## config.mk

```make
export PLATFORM = sky130hd
export DESIGN_NAME = exc_seq_top
export DESIGN_NICKNAME = d
export VERILOG_FILES = /design/src/rtl/exc_seq_pkg.sv /design/src/rtl/exc_ret_sel.sv /design/src/rtl/exc_arbiter.sv /design/src/rtl/exc_state.sv /design/src/rtl/exc_seq_top.sv
export SDC_FILE = /design/constraint.sdc
export NUM_CORES = 1
export LEC_CHECK = 0
export ABC_AREA = 1
export CAP_MARGIN = 10
export CORE_MARGIN = 2
export CORE_UTILIZATION = 45
export DETAILED_ROUTE_END_ITERATION = 6
export PLACE_DENSITY = 0.82
export SYNTH_ARGS = -nofsm -noshare
export SYNTH_HDL_FRONTEND = slang
export SYNTH_SLANG_ARGS = --single-unit
```

## constraint.sdc

```tcl
create_clock -name clk -period 5.8 [get_ports clk]
set_input_delay 1.16 -clock clk [delete_from_list [all_inputs] [get_ports clk]]
set_output_delay 1.16 -clock clk [all_outputs]
set_load 0.01 [all_outputs]
```

## src/rtl/exc_seq_pkg.sv

```systemverilog
package exc_seq_pkg;
  // status word field positions
  localparam int SR_MD    = 30;
  localparam int SR_RB    = 29;
  localparam int SR_BL    = 28;
  localparam int SR_IM_LO = 4;
  localparam int IM_W     = 4;

  typedef enum logic [2:0] {
    ACT_IDLE,
    ACT_RESET,
    ACT_EXC,
    ACT_ESCALATE,
    ACT_RTE,
    ACT_SRLOAD,
    ACT_IRQ
  } act_e;

  typedef enum logic {
    CLS_REEXEC   = 1'b0,
    CLS_COMPLETE = 1'b1
  } exc_cls_e;
endpackage

```

## src/rtl/exc_ret_sel.sv

```systemverilog
// Chooses the return PC saved in SPC on entry.
module exc_ret_sel #(
  parameter int XLEN        = 32,
  parameter int INSTR_BYTES = 2
) (
  input  logic            use_completed,
  input  logic [XLEN-1:0] cur_pc,
  input  logic            in_dslot,
  input  logic [XLEN-1:0] slot_branch_pc,
  input  logic [XLEN-1:0] branch_target,
  input  logic            cond_branch,
  input  logic            cond_taken,
  output logic [XLEN-1:0] ret_pc
);
  localparam logic [XLEN-1:0] STEP = XLEN'(INSTR_BYTES);

  logic [XLEN-1:0] seq_pc;
  logic            not_taken;

  assign seq_pc    = cur_pc + STEP;
  assign not_taken = cond_branch & ~cond_taken;

  always_comb begin
    if (!use_completed) begin
      // fault re-executes; inside a slot the owning branch is replayed
      // unless that branch fell through, in which case the slot itself is
      if (in_dslot && !not_taken) ret_pc = slot_branch_pc;
      else                        ret_pc = cur_pc;
    end else begin
      if (cond_branch && cond_taken) ret_pc = branch_target;
      else                           ret_pc = seq_pc;
    end
  end
endmodule

```

## src/rtl/exc_arbiter.sv

```systemverilog
// Picks one action per cycle.
module exc_arbiter
  import exc_seq_pkg::*;
#(
  parameter int LVL_W = 4
) (
  input  logic             rst,
  input  logic             exc_req,
  input  logic             rte,
  input  logic             sr_load,
  input  logic             irq_req,
  input  logic [LVL_W-1:0] irq_level,
  input  logic [IM_W-1:0]  sr_mask,
  input  logic             sr_bl,
  input  logic             sleeping,
  output act_e             act
);
  logic irq_ok;

  assign irq_ok = irq_req && (LVL_W'(irq_level) > LVL_W'(sr_mask)) && (!sr_bl || sleeping);

  always_comb begin
    if (rst)          act = ACT_RESET;
    else if (exc_req) act = sr_bl ? ACT_ESCALATE : ACT_EXC;
    else if (rte)     act = ACT_RTE;
    else if (sr_load) act = ACT_SRLOAD;
    else if (irq_ok)  act = ACT_IRQ;
    else              act = ACT_IDLE;
  end
endmodule

```

## src/rtl/exc_state.sv

```systemverilog
// Architectural control registers and their next-state logic.
module exc_state
  import exc_seq_pkg::*;
#(
  parameter int              XLEN      = 32,
  parameter int              CODE_W    = 12,
  parameter logic [XLEN-1:0] RESET_VEC = 32'hA000_0000,
  parameter logic [XLEN-1:0] VBR_INIT  = '0,
  parameter logic [XLEN-1:0] EXC_OFS   = 32'h100,
  parameter logic [XLEN-1:0] IRQ_OFS   = 32'h600
) (
  input  logic              clk,
  input  act_e              act,
  input  logic [XLEN-1:0]   ret_pc,
  input  logic [CODE_W-1:0] exc_code,
  input  logic [CODE_W-1:0] irq_code,
  input  logic [XLEN-1:0]   sr_din,
  input  logic              vbr_wr,
  input  logic [XLEN-1:0]   vbr_din,
  output logic [XLEN-1:0]   pc_q,
  output logic              redirect_q,
  output logic [XLEN-1:0]   sr_q,
  output logic [XLEN-1:0]   ssr_q,
  output logic [XLEN-1:0]   spc_q,
  output logic [XLEN-1:0]   vbr_q,
  output logic [CODE_W-1:0] expevt_q,
  output logic              ubrk_q
);
  localparam logic [XLEN-1:0] CTL_BITS = (XLEN'(1) << SR_MD) | (XLEN'(1) << SR_RB) |
                                         (XLEN'(1) << SR_BL);
  localparam logic [XLEN-1:0] MASK_ALL = XLEN'({IM_W{1'b1}}) << SR_IM_LO;
  localparam logic [XLEN-1:0] SR_RESET = CTL_BITS | MASK_ALL;

  logic [XLEN-1:0]   pc_n, sr_n, ssr_n, spc_n, vbr_n;
  logic [CODE_W-1:0] expevt_n;
  logic              redirect_n;

  always_comb begin
    pc_n       = pc_q;
    sr_n       = sr_q;
    ssr_n      = ssr_q;
    spc_n      = spc_q;
    vbr_n      = vbr_q;
    expevt_n   = expevt_q;
    redirect_n = 1'b0;
    unique case (act)
      ACT_RESET: begin
        pc_n     = RESET_VEC;
        sr_n     = SR_RESET;
        ssr_n    = '0;
        spc_n    = '0;
        vbr_n    = VBR_INIT;
        expevt_n = '0;
      end
      ACT_EXC, ACT_IRQ: begin
        ssr_n      = sr_q;
        spc_n      = ret_pc;
        sr_n       = sr_q | CTL_BITS;
        expevt_n   = (act == ACT_EXC) ? exc_code : irq_code;
        pc_n       = vbr_q + ((act == ACT_EXC) ? EXC_OFS : IRQ_OFS);
        redirect_n = 1'b1;
      end
      ACT_ESCALATE: begin
        pc_n       = RESET_VEC;
        sr_n       = sr_q | CTL_BITS | MASK_ALL;
        redirect_n = 1'b1;
      end
      ACT_RTE: begin
        pc_n       = spc_q;
        sr_n       = ssr_q;
        redirect_n = 1'b1;
      end
      ACT_SRLOAD: sr_n = sr_din;
      default: ;
    endcase
    // base write lands after any entry that used the old base
    if (vbr_wr && act != ACT_RESET) vbr_n = vbr_din;
  end

  always_ff @(posedge clk) begin
    pc_q       <= pc_n;
    sr_q       <= sr_n;
    ssr_q      <= ssr_n;
    spc_q      <= spc_n;
    vbr_q      <= vbr_n;
    expevt_q   <= expevt_n;
    redirect_q <= redirect_n;
    ubrk_q     <= sr_n[SR_BL];
  end
endmodule

```

## src/rtl/exc_seq_top.sv

```systemverilog
module exc_seq_top
  import exc_seq_pkg::*;
#(
  parameter int              XLEN        = 32,
  parameter int              CODE_W      = 12,
  parameter int              LVL_W       = 4,
  parameter int              INSTR_BYTES = 2,
  parameter logic [XLEN-1:0] RESET_VEC   = 32'hA000_0000,
  parameter logic [XLEN-1:0] VBR_INIT    = '0,
  parameter logic [XLEN-1:0] EXC_OFS     = 32'h100,
  parameter logic [XLEN-1:0] IRQ_OFS     = 32'h600
) (
  input  logic              clk,
  input  logic              rst,
  input  logic [XLEN-1:0]   cur_pc,
  input  logic              in_dslot,
  input  logic [XLEN-1:0]   slot_branch_pc,
  input  logic [XLEN-1:0]   branch_target,
  input  logic              cond_branch,
  input  logic              cond_taken,
  input  logic              exc_req,
  input  logic              exc_class,
  input  logic [CODE_W-1:0] exc_code,
  input  logic              irq_req,
  input  logic [LVL_W-1:0]  irq_level,
  input  logic [CODE_W-1:0] irq_code,
  input  logic              sleeping,
  input  logic              rte,
  input  logic              sr_load,
  input  logic [XLEN-1:0]   sr_din,
  input  logic              vbr_wr,
  input  logic [XLEN-1:0]   vbr_din,
  output logic [XLEN-1:0]   pc_out,
  output logic              redirect,
  output logic [XLEN-1:0]   sr_out,
  output logic [XLEN-1:0]   ssr_out,
  output logic [XLEN-1:0]   spc_out,
  output logic [XLEN-1:0]   vbr_out,
  output logic [CODE_W-1:0] expevt_out,
  output logic              ubrk_suppress
);
  act_e            act;
  logic [XLEN-1:0] ret_pc;
  logic            use_completed;

  // interrupts always use the completed-class rule
  assign use_completed = !exc_req || (exc_class == CLS_COMPLETE);

  exc_arbiter #(.LVL_W(LVL_W)) u_arb (
    .rst       (rst),
    .exc_req   (exc_req),
    .rte       (rte),
    .sr_load   (sr_load),
    .irq_req   (irq_req),
    .irq_level (irq_level),
    .sr_mask   (sr_out[SR_IM_LO +: IM_W]),
    .sr_bl     (sr_out[SR_BL]),
    .sleeping  (sleeping),
    .act       (act)
  );

  exc_ret_sel #(.XLEN(XLEN), .INSTR_BYTES(INSTR_BYTES)) u_ret (
    .use_completed  (use_completed),
    .cur_pc         (cur_pc),
    .in_dslot       (in_dslot),
    .slot_branch_pc (slot_branch_pc),
    .branch_target  (branch_target),
    .cond_branch    (cond_branch),
    .cond_taken     (cond_taken),
    .ret_pc         (ret_pc)
  );

  exc_state #(
    .XLEN(XLEN), .CODE_W(CODE_W), .RESET_VEC(RESET_VEC),
    .VBR_INIT(VBR_INIT), .EXC_OFS(EXC_OFS), .IRQ_OFS(IRQ_OFS)
  ) u_state (
    .clk        (clk),
    .act        (act),
    .ret_pc     (ret_pc),
    .exc_code   (exc_code),
    .irq_code   (irq_code),
    .sr_din     (sr_din),
    .vbr_wr     (vbr_wr),
    .vbr_din    (vbr_din),
    .pc_q       (pc_out),
    .redirect_q (redirect),
    .sr_q       (sr_out),
    .ssr_q      (ssr_out),
    .spc_q      (spc_out),
    .vbr_q      (vbr_out),
    .expevt_q   (expevt_out),
    .ubrk_q     (ubrk_suppress)
  );
endmodule

```

==> flow_summary.json <==
{
  "status": "finished clean",
  "io_pins": 374,
  "final_layout_size_suffix_gt1_frac": 0.0363,
  "path_clk_slew_ns": 0.07,
  "largest_net_degree_at_the_start_of_global_routing": 61,
  "ys_async_sr_fraction": 0,
  "grt_pass1_wl_microns": 52800,
  "vias_per_cell": 5.16,
  "worst_ep_arrival_time_ns": 4.76,
  "critical_path.top_delay_family": "simple AND/OR/NAND/NOR gates",
  "place_congestion": 0.949,
  "routed_wl_microns": 34600,
  "netlist_top_cells_count": "287 x nand2_1, 233 x nor2_1, 180 x inv_1",
  "num_cts_buffers": 17,
  "netlist_instances": 1235,
  "port_buffers": 373,
  "cts-hold-fix-buffers": 0,
  "post_cts.repair.setup_buffers": 0,
  "worst_hold_path_type": "reg -> reg",
  "average_wire_per_cell_in_the_routed_design_microns": 18.4,
  "drt.antenna.violating_nets": 0,
  "timing.setup.critical_path_class": "in -> reg",
  "synth_ff_type": "edfxtp_1",
  "synth_seq_area_share": 0.526,
  "first_global_vias": 9380,
  "place_inst": 1847,
  "syn_nets": 1444,
  "post_cts_resize_count": 0,
  "most_frequent_cell_after_synthesis": "nand2_1",
  "finalHoldViolCount": 0,
  "maxSlewHeadroom": 0.427,
  "fp-row-count": 54,
  "series_of_cell_instances_along_the_critical_path": "clkdlybuf4s50_1 > ha_1 > nand2_1 > nor2_1 > nor2_2 > nand3_2 > nand2_1 > nand2_2 > nor2_1 > inv_1 > ha_1 > nand2_1 > a21oi_1 > nand2_1 > nor2_1 > xor2_1 > nand3_1 > o21ai_1",
  "final-instance-count-excl-fill": 1881,
  "max_slew.worst_pin.slew_ns": 0.858,
  "max_cap_violations": 0,
  "die_width_microns": 152,
  "worstPathBufferInverterCount": 2,
  "dp_hpwl_microns": 26800,
  "crit_path_max_fanout": 16,
  "yosys_warnings": 0,
  "synth-edff-count": 172,
  "cts.htree.levels": 4,
  "netlist.area_leader.share": 0.524,
  "setup_viol": 0,
  "crit_path_end_kind": "flop",
  "num-nets-final": 1797,
  "drt_pre_antenna_iters": 6,
  "vias": 9702,
  "worst_hold_startpoint": "u_state.sr_q[29]$_DFFE_PP_",
  "max-clock-path-buffers": 2,
  "cp-startpoint": "irq_level[2]",
  "netlist.top_cell.by_area": "edfxtp_1",
  "layout.filler_cells": 1770,
  "fp.coreArea_sq_mm": 0.0217,
  "max_transition_viols_final": 0,
  "globalRouteTotalUtil": 0.295,
  "post_synth_main_area_contributors": "edfxtp_1 52%, nand2_1 11%, nor2_1 8.9%, inv_1 6.8%, nand3_1 4.0%",
  "worst_path_largest_cell_delay_ns": 0.43,
  "crit_required_ns": 6.06,
  "clockRootBuffer": "clkbuf_16",
  "synth_seq_cells": 173,
  "min_period_over_period": 0.776,
  "die_height_microns": 152,
  "rsz0062_at_grt": "no",
  "die_area_sq_mm": 0.0231,
  "syn_to_final_growth_pct": 46.3,
  "floorplan.initialDensity": 0.455,
  "insertion_delay_ns": 0.43,
  "dr.first_iter.drc_count": 845,
  "most_frequent_cell_on_the_critical_path": "nand2_1",
  "min_period_ns": 4.50,
  "pwr_density_cell_mw_per_mm2": 235,
  "post_synth.cell_area_avg_sq_um": 7.99,
  "total_power_mw": 3.39,
  "cp-start-kind": "input port",
  "grt_antenna_before_repair": 1,
  "vdd_drop_max_mv": 0.158,
  "cts_tree": "built",
  "skew_ns": 0.0142,
  "timing.rr.start": "u_state.sr_q[6]$_DFFE_PP_",
  "yosys.cell_types.count": 34,
  "power.leakage_nw": 5.95,
  "timing.setup.tns_ns": 0,
  "slowest_stage": "clkdlybuf4s50_1",
  "global_route.overflow_total": 0,
  "syn-cell-area_sq_mm": 0.00987,
  "maxClockFrequency_mhz": 222,
  "clock_sinks": 173,
  "post-route-drc-count": 0
}
[flip-flops by register name, summed over array words and instances (netlist names)]
register	flops
u_state.ssr_q	32
u_state.spc_q	32
u_state.expevt_q	12
u_state.redirect_q	1
u_state.pc_q	32
u_state.sr_q	32
u_state.vbr_q	32
[layout make-up]
cell class,count,area [sq um],area share
antenna,1,2.50,0.000173
clock buffer,17,425,0.0295
clock inverter,14,135,0.00936
inverter,185,694,0.0481
multi-input combinational,827,3790,0.262
sequential,173,5180,0.359
tap,280,350,0.0243
timing repair buffer,384,3860,0.267
[cell families after synthesis]
family / share of synthesized area
AOI/OAI and AO/OA: 0.0814
xor gates and xnor gates: 0.0222
adders and majority gates: 0.0122
buffers and inverters: 0.0928
DFF: 0.526
and+or+nand+nor: 0.266
[per-stage QoR]
step	hold slack [ns]	cell area, sq um	util	setup slack [ns]
after detailed placement	0.568	13800	0.638	0.895
after floorplan	0.608	9870	-	1.43
after global routing	0.624	14400	0.666	1.02
after global placement	0.554	13800	0.638	1.01
final	0.590	14400	0.666	1.30
after CTS	0.589	14400	0.663	1.31
[where the power goes]
part / internal [mW] / switching (mW) / total [mW]
combinational: 0.366 / 0.361 / 0.726
sequential: 1.50 / 0.0720 / 1.57
clock: 0.597 / 0.503 / 1.10
[tightest hold or removal path, cell delays in order, from the launching register on]
cell,delay (ns)
edfxtp_1,0.34
inv_1,0.04
nor2_1,0.09
[final timing paths]
kind,endpoint,slack (ns),cells after the start
max reg2reg,u_state.pc_q[18]$_DFFE_PP_,1.95,18
min,u_state.ssr_q[29]$_SDFFCE_PN0P_,0.59,2
min reg2reg,u_state.ssr_q[29]$_SDFFCE_PN0P_,0.59,2
max,u_state.pc_q[18]$_DFFE_PP_,1.30,18
[per-layer routing]
layer	vias to the layer above	track usage	part of all wire
met2	477	0.508	0.49
met1	4479	0.354	0.39
met4	0	0.127	0.035
met3	58	0.0713	0.086
met5	-	0	0
li1	4688	-	-
[layout by cell type (no fill, tap or decap), types with 2 or more instances in the layout]
| master | n |
|---|---|
| nor2_2 | 4 |
| nand3_1 | 78 |
| inv_2 | 4 |
| clkinv_4 | 3 |
| edfxtp_1 | 172 |
| o21ai_0 | 38 |
| o211ai_1 | 3 |
| or2_2 | 2 |
| xor2_1 | 18 |
| clkdlybuf4s50_1 | 373 |
| clkinv_1 | 3 |
| nor2_1 | 232 |
| and2_1 | 2 |
| nor3_1 | 4 |
| inv_1 | 180 |
| a21oi_1 | 57 |
| nand4_1 | 18 |
| nand3b_1 | 9 |
| xnor2_1 | 7 |
| buf_4 | 8 |
| clkbuf_16 | 17 |
| inv_8 | 2 |
| clkinvlp_4 | 3 |
| nand3_2 | 2 |
| o21bai_1 | 2 |
| ha_1 | 8 |
| o21ai_1 | 48 |
| nand2_1 | 285 |
| inv_6 | 3 |
(Power assumes the default switching activity.)
